==> src/rtl/stxf_pkg.sv <==
package stxf_pkg;

    localparam int STXF_BYTE_W   = 8;
    localparam int STXF_MIN_ONES = 17;
    localparam int STXF_BIT_IW   = $clog2(STXF_BYTE_W);

    typedef enum logic [1:0] {
        ST_ONES = 2'd0,
        ST_SYN  = 2'd1,
        ST_DATA = 2'd2
    } stxf_state_e;

    typedef struct packed {
        logic                   last;
        logic [STXF_BYTE_W-1:0] data;
    } stxf_slot_t;

endpackage

==> src/rtl/stxf_gap_count.sv <==
module stxf_gap_count #(
    parameter int MIN_ONES = stxf_pkg::STXF_MIN_ONES
) (
    input  logic clk,
    input  logic rst,
    input  logic bit_en,
    input  logic counting,
    input  logic clear,
    output logic enough
);
    localparam int CW = $clog2(MIN_ONES + 1);

    logic [CW-1:0] cnt;

    always_ff @(posedge clk) begin
        if (rst) begin
            cnt <= '0;
        end else if (clear) begin
            cnt <= '0;
        end else if (bit_en && counting && (cnt != CW'(MIN_ONES))) begin
            cnt <= cnt + 1'b1;
        end
    end

    // the bit going out this tick is the last one needed
    assign enough = (cnt >= CW'(MIN_ONES - 1));

    AST_CNT_SATURATES: assert property (@(posedge clk) disable iff (rst)
        cnt <= CW'(MIN_ONES));

endmodule

==> src/rtl/stxf_line_enc.sv <==
module stxf_line_enc (
    input  logic clk,
    input  logic rst,
    input  logic bit_en,
    input  logic nrzi,
    input  logic raw,
    output logic line
);
    always_ff @(posedge clk) begin
        if (rst) begin
            line <= 1'b1;
        end else if (bit_en) begin
            if (nrzi) begin
                line <= raw ? line : ~line;
            end else begin
                line <= raw;
            end
        end
    end

    AST_NRZ_LEVEL: assert property (@(posedge clk) disable iff (rst)
        (bit_en && !nrzi) |=> (line == $past(raw)));
    AST_NRZI_ONE_HOLDS: assert property (@(posedge clk) disable iff (rst)
        (bit_en && nrzi && raw) |=> $stable(line));
    AST_NRZI_ZERO_FLIPS: assert property (@(posedge clk) disable iff (rst)
        (bit_en && nrzi && !raw) |=> (line != $past(line)));
    AST_LINE_FROZEN: assert property (@(posedge clk) disable iff (rst)
        !bit_en |=> $stable(line));

endmodule

==> src/rtl/stxf_seq.sv <==
module stxf_seq
    import stxf_pkg::*;
(
    input  logic                   clk,
    input  logic                   rst,
    input  logic                   bit_en,
    input  logic                   fill_syn,
    input  logic                   in_valid,
    input  logic [STXF_BYTE_W-1:0] in_data,
    input  logic                   in_last,
    output logic                   in_ready,
    input  logic [STXF_BYTE_W-1:0] syn_first,
    input  logic [STXF_BYTE_W-1:0] syn_second,
    input  logic                   enough,
    output logic                   counting,
    output logic                   cnt_clear,
    output logic                   raw,
    output logic                   rts_q
);
    stxf_state_e            state;
    stxf_slot_t             slot;
    stxf_slot_t             incoming;
    logic [STXF_BIT_IW-1:0] bitcnt;
    logic                   sidx;
    logic                   bit_last;
    logic                   want;
    logic                   take;
    logic [STXF_BYTE_W-1:0] syn_char;

    assign bit_last = (bitcnt == STXF_BIT_IW'(STXF_BYTE_W - 1));
    assign syn_char = sidx ? syn_second : syn_first;
    assign incoming = '{last: in_last, data: in_data};

    always_comb begin
        unique case (state)
            ST_ONES: want = enough;
            ST_SYN:  want = sidx && bit_last;
            ST_DATA: want = bit_last && !slot.last;
            default: want = 1'b0;
        endcase
    end

    always_comb begin
        unique case (state)
            ST_SYN:  raw = syn_char[bitcnt];
            ST_DATA: raw = slot.data[bitcnt];
            default: raw = 1'b1;
        endcase
    end

    assign in_ready  = bit_en && want;
    assign take      = in_ready && in_valid;
    assign counting  = (state == ST_ONES);
    assign cnt_clear = bit_en && (state == ST_DATA) && bit_last && !take;

    always_ff @(posedge clk) begin
        if (rst) begin
            state  <= ST_ONES;
            slot   <= '0;
            bitcnt <= '0;
            sidx   <= 1'b0;
            rts_q  <= 1'b0;
        end else if (bit_en) begin
            unique case (state)
                ST_ONES: begin
                    rts_q <= take;
                    if (take) begin
                        state  <= ST_DATA;
                        slot   <= incoming;
                        bitcnt <= '0;
                    end
                end
                ST_SYN: begin
                    rts_q  <= take;
                    bitcnt <= bit_last ? '0 : bitcnt + 1'b1;
                    if (bit_last) begin
                        if (take) begin
                            state <= ST_DATA;
                            slot  <= incoming;
                        end else begin
                            sidx <= ~sidx;
                        end
                    end
                end
                ST_DATA: begin
                    bitcnt <= bit_last ? '0 : bitcnt + 1'b1;
                    if (bit_last) begin
                        if (take) begin
                            slot <= incoming;
                        end else if (fill_syn) begin
                            state <= ST_SYN;
                            sidx  <= 1'b0;
                        end else begin
                            state <= ST_ONES;
                        end
                    end
                end
                default: state <= ST_ONES;
            endcase
        end
    end

    AST_ONES_HOLD_UNTIL_ENOUGH: assert property (@(posedge clk) disable iff (rst)
        (bit_en && state == ST_ONES && !enough) |=> (state == ST_ONES));
    AST_RTS_IN_DATA: assert property (@(posedge clk) disable iff (rst)
        (state == ST_DATA) |-> rts_q);
    AST_SYN_PAIR_WHOLE: assert property (@(posedge clk) disable iff (rst)
        (bit_en && state == ST_SYN && !(sidx && bit_last)) |=> (state == ST_SYN));
    AST_IDLE_FREEZE: assert property (@(posedge clk) disable iff (rst)
        !bit_en |=> ($stable(state) && $stable(bitcnt) && $stable(rts_q)));

endmodule

==> src/rtl/sync_tx_formatter.sv <==
module sync_tx_formatter #(
    parameter int MIN_ONES = stxf_pkg::STXF_MIN_ONES
) (
    input  logic       clk,
    input  logic       rst,
    input  logic       bit_en,
    input  logic       in_valid,
    input  logic [7:0] in_data,
    input  logic       in_last,
    output logic       in_ready,
    input  logic [7:0] syn_first,
    input  logic [7:0] syn_second,
    input  logic       fill_syn,
    input  logic       nrzi_en,
    output logic       tx_line,
    output logic       rts
);
    logic enough;
    logic counting;
    logic cnt_clear;
    logic raw;
    logic rts_q;

    stxf_seq i_seq (
        .clk        (clk),
        .rst        (rst),
        .bit_en     (bit_en),
        .fill_syn   (fill_syn),
        .in_valid   (in_valid),
        .in_data    (in_data),
        .in_last    (in_last),
        .in_ready   (in_ready),
        .syn_first  (syn_first),
        .syn_second (syn_second),
        .enough     (enough),
        .counting   (counting),
        .cnt_clear  (cnt_clear),
        .raw        (raw),
        .rts_q      (rts_q)
    );

    stxf_gap_count #(.MIN_ONES(MIN_ONES)) i_gap (
        .clk      (clk),
        .rst      (rst),
        .bit_en   (bit_en),
        .counting (counting),
        .clear    (cnt_clear),
        .enough   (enough)
    );

    stxf_line_enc i_enc (
        .clk    (clk),
        .rst    (rst),
        .bit_en (bit_en),
        .nrzi   (nrzi_en),
        .raw    (raw),
        .line   (tx_line)
    );

    assign rts = fill_syn | rts_q;

    AST_READY_NEEDS_TICK: assert property (@(posedge clk) disable iff (rst)
        in_ready |-> bit_en);

endmodule

==> config.mk <==
export PLATFORM = sky130hd
export DESIGN_NAME = sync_tx_formatter
export DESIGN_NICKNAME = d
export VERILOG_FILES = /design/src/rtl/stxf_pkg.sv /design/src/rtl/stxf_gap_count.sv /design/src/rtl/stxf_line_enc.sv /design/src/rtl/stxf_seq.sv /design/src/rtl/sync_tx_formatter.sv
export SDC_FILE = /design/constraint.sdc
export NUM_CORES = 1
export LEC_CHECK = 0
export CAP_MARGIN = 10
export CORE_ASPECT_RATIO = 1.4
export CORE_MARGIN = 1
export CORE_UTILIZATION = 62
export DETAILED_ROUTE_END_ITERATION = 8
export DONT_BUFFER_PORTS = 1
export GPL_ROUTABILITY_DRIVEN = 0
export GPL_TIMING_DRIVEN = 0
export HOLD_SLACK_MARGIN = 0.12
export PLACE_DENSITY_LB_ADDON = 0.12
export REMOVE_ABC_BUFFERS = 1
export SYNTH_ARGS = -nofsm -noshare
export SYNTH_HDL_FRONTEND = slang
export SYNTH_HIERARCHICAL = 1
export SYNTH_SLANG_ARGS = --single-unit
==> constraint.sdc <==
create_clock -name clk -period 2.8 [get_ports clk]
set_input_delay 0.42 -clock clk [delete_from_list [all_inputs] [get_ports clk]]
set_output_delay 0.42 -clock clk [all_outputs]
set_load 0.02 [all_outputs]
==> results.py <==
metrics = {
    "drt": {
        "drt_drc_violations_left": 2,
        "finalWirelength_um": 2920,
        "drt-initial-drc-count": 24,
        "drt.antenna.violating_nets": 0,
        "drt-wirelength-per-cell_um": 15.4,
        "num_vias": 1241,
        "firstDrtPassIters": 7,
        "viasPerCell": 6.57,
    },
    "synthesis": {
        "seq_area_frac_synth_pct": 29.1,
        "syn_inst": 171,
        "synth.top_cells.by_area": "sky130_fd_sc_hd__dfxtp_1, sky130_fd_sc_hd__ha_1, sky130_fd_sc_hd__nand2_1, sky130_fd_sc_hd__mux2i_1, sky130_fd_sc_hd__mux4_1",
        "postSynthRegisterBits": 22,
        "list_of_most_frequent_post_synthesis_cells": "sky130_fd_sc_hd__nand2_1, sky130_fd_sc_hd__dfxtp_1, sky130_fd_sc_hd__ha_1, sky130_fd_sc_hd__mux2i_1, sky130_fd_sc_hd__inv_1",
        "yosys.area_share.simple_pct": 21.9,
        "share_of_synthesized_registers_carrying_an_async_set_or_reset_pct": 0,
        "synthDominantCellAreaShare_pct": 29.1,
        "synth_mux_area_share_pct": 17.0,
        "synth_top_cell_by_area": "sky130_fd_sc_hd__dfxtp_1",
        "post_synth_xor_area_fraction_pct": 0,
        "synth_compound_gate_area_share_pct": 18.1,
        "yosys.cell_count.top_type": "sky130_fd_sc_hd__nand2_1",
        "postSynthAreaPerCell_um2": 8.86,
        "mappedNetlistArea_um2": 1520,
        "synth_top_flop_cell": "sky130_fd_sc_hd__dfxtp_1",
        "synth_edf_count": 0,
        "synth-warning-count": 6,
        "synthAdderAreaFrac_pct": 8.26,
        "post_synth_num_cell_types": 47,
        "largest_family_of_logic_cells_by_synthesized_area": "simple AND/OR/NAND/NOR gates",
    },
    "critical_path": {
        "reg2reg_slack_ps": 370,
        "worstSetupEndpointType": "primary output",
        "startpoint_types": "flop",
        "worst_r2r_endpoint": "i_seq/slot[6]$_SDFFE_PP0P_",
        "cp-startpoint": "i_seq/bitcnt[1]$_SDFFE_PP0P_",
        "critical_path.reg2reg.startpoint": "i_seq/bitcnt[1]$_SDFFE_PP0P_",
        "timing.critical_path.fanout_max": 8,
        "crit_required_ps": 2380,
        "timing.setup.critical_path_class": "reg2out",
        "arrival_ps": 2180,
        "reg2reg_depth": 7,
        "worst_setup_path_endpoint": "in_ready",
    },
    "grt": {
        "grt.overflow.total": 0,
        "first_global_vias": 1197,
        "grt_usage_pct": 24.5,
        "grt_pass1_wl_um": 4910,
        "grt_start_max_net_pins": 20,
        "antenna_found_initial": 0,
    },
    "clock_network": {
        "clkSinkCount": 22,
        "clock_tree.root_cell": "sky130_fd_sc_hd__clkbuf_4",
        "ctsLongestPathBuffers": 2,
        "source_to_sink_clock_delay_at_the_later_pin_of_the_worst_skew_pair_ps": 310,
        "tritoncts.num_buffers": 3,
        "hold_buf_cts": 0,
        "path_clk_slew_ps": 120,
        "cts.repair_timing.setup_buffer_count": 0,
        "cts_htree_levels": 1,
        "clock_tree_from_tritoncts": "yes",
    },
    "worst_hold_path": {
        "hold-path-cell-count": 1,
        "worst_min_delay_path_category": "in2reg",
    },
    "cells_and_area": {
        "area_growth_syn_to_layout_pct": 4.21,
        "design.final.nets": 209,
        "post_route_cells_drive_above_1_share_pct": 10.8,
        "diodes": 0,
        "fillers": 184,
        "fin_area_um2": 1580,
    },
    "timing": {
        "hold_viol_final": 0,
        "final_min_period_over_clock_period_pct": 92.8,
        "timing_worst_slew_pin_value_ps": 562,
        "unrepaired_setup_endpoints_after_global_routing": "false",
        "timing.slew.headroom_pct": 62.6,
        "fmaxAchievable_mhz": 385,
        "clock_skew_after_layout_ps": 1.54,
        "final_setup_margin_ps": 201,
        "timing.final.setup_violations": 0,
        "fin_hold_ws_ps": 152,
        "timing.final.max_slew_violations": 0,
        "finalWorstPathRequiredPeriod_ps": 2600,
    },
    "die": {
        "chipHeight_um": 60.5,
        "pin_count": 34,
        "rows": 20,
        "initial_utilization_pct": 67.3,
        "die_w_um": 43.8,
        "floorplan.die_area_um2": 2650,
        "core_area_um2": 2250,
    },
    "status": {
        "failed_checks": "DRC",
        "status": "finished with violations",
    },
    "run": {
        "max_cap_viol_count": 0,
    },
    "power_and_ir_drop": {
        "max-vdd-ir-drop_uv": 294,
        "powerDensity_nw_per_um2": 378,
        "cellLeakagePower_nw": 0.539,
    },
    "place": {
        "portBuffers": 0,
        "placement.cell_area_um2": 1510,
        "detailedPlace.worstSlack_ps": 124,
        "post-dp-hpwl_um": 2210,
    },
}
==> where the power goes <==
part | internal (mW) | switching [mW] | total [mW]
sequential | 0.315 | 0.00290 | 0.318
combinational | 0.0143 | 0.0189 | 0.0332
clock | 0.145 | 0.101 | 0.246
==> registers in the layout, indices dropped and copies added (netlist names) <==
signal        count
i_enc/line        1
i_gap/cnt         5
i_seq/bitcnt      3
i_seq/rts_q       1
i_seq/sidx        1
i_seq/slot        9
i_seq/state       2
==> cell families after synthesis <==
family / after synthesis
simple gates: 66
flops: 22
fa+ha+maj: 10
compound gates: 37
mux: 17
buf+inv: 19
==> layer usage <==
metal	vias up	global-route usage (%)	part of all wire, %
met2	44	45.2	52
met5	-	0	0
met4	0	10.3	1.0
met1	570	28.8	42
li1	623	-	-
met3	4	1.79	4.9
==> layout make-up <==
| type | instances | area [um2] | share of cell area, % |
|---|---|---|---|
| Timing Repair Buffer | 1 | 7.51 | 0.475 |
| Clock buffer | 3 | 22.5 | 1.43 |
| Clock inverter | 1 | 30.0 | 1.90 |
| Multi-Input combinational cell | 130 | 1010 | 64.1 |
| Tap cell | 22 | 27.5 | 1.74 |
| Inverter | 10 | 37.5 | 2.38 |
| Sequential cell | 22 | 442 | 28.0 |
==> repair_timing <==
action	4_1_cts	5_1_grt
pin swaps	0	0
gates resized for setup	1	2
endpoints found under the setup margin	1	6
==> critical path, stage by stage (launching register included) <==
cell                      delay (ps)
sky130_fd_sc_hd__dfxtp_1         500
sky130_fd_sc_hd__ha_1            200
sky130_fd_sc_hd__ha_1            300
sky130_fd_sc_hd__nand2_1         130
sky130_fd_sc_hd__o31a_1          410
sky130_fd_sc_hd__nor3_2          330
==> how the worst min path moves through the flow <==
stage                                        start                       end  slack [ps]
after floorplan           i_seq/rts_q$_SDFFE_PP0P_  i_seq/rts_q$_SDFFE_PP0P_         430
after global placement    i_seq/rts_q$_SDFFE_PP0P_  i_seq/rts_q$_SDFFE_PP0P_         430
after detailed placement  i_seq/rts_q$_SDFFE_PP0P_  i_seq/rts_q$_SDFFE_PP0P_         440
after CTS                                      rst  i_seq/rts_q$_SDFFE_PP0P_         140
after global routing                           rst  i_seq/rts_q$_SDFFE_PP0P_         130
final                                          rst  i_seq/rts_q$_SDFFE_PP0P_         150
==> placed cells by master (no fill, tap or decap), types with 2 or more instances in the layout <==
cell	count
sky130_fd_sc_hd__o21ai_0	5
sky130_fd_sc_hd__nand2_1	28
sky130_fd_sc_hd__nand3_1	6
sky130_fd_sc_hd__or2_2	3
sky130_fd_sc_hd__ha_1	10
sky130_fd_sc_hd__or3_1	7
sky130_fd_sc_hd__nand3b_1	3
sky130_fd_sc_hd__inv_1	9
sky130_fd_sc_hd__nand2b_1	2
sky130_fd_sc_hd__dfxtp_1	21
sky130_fd_sc_hd__clkbuf_4	3
sky130_fd_sc_hd__nor4_1	2
sky130_fd_sc_hd__o211ai_1	3
sky130_fd_sc_hd__and2_1	2
sky130_fd_sc_hd__mux2i_1	10
sky130_fd_sc_hd__a31oi_1	4
sky130_fd_sc_hd__a22o_1	3
sky130_fd_sc_hd__nor2_1	7
sky130_fd_sc_hd__a21oi_1	6
sky130_fd_sc_hd__mux4_2	3
sky130_fd_sc_hd__mux4_1	3
==> stage by stage <==
stage | std cells | power (mW) | setup TNS (ps) | utilization (%)
floorplan | 162 | 0.352 | -8170 | -
global route | 189 | 0.620 | 0 | 70.1
global placement | 184 | 0.356 | -15890 | 66.3
CTS | 189 | 0.603 | 0 | 69.5
detailed placement | 185 | 0.358 | 0 | 66.9
finish | 189 | 0.597 | 0 | 70.1
(Power assumes the default switching activity.)
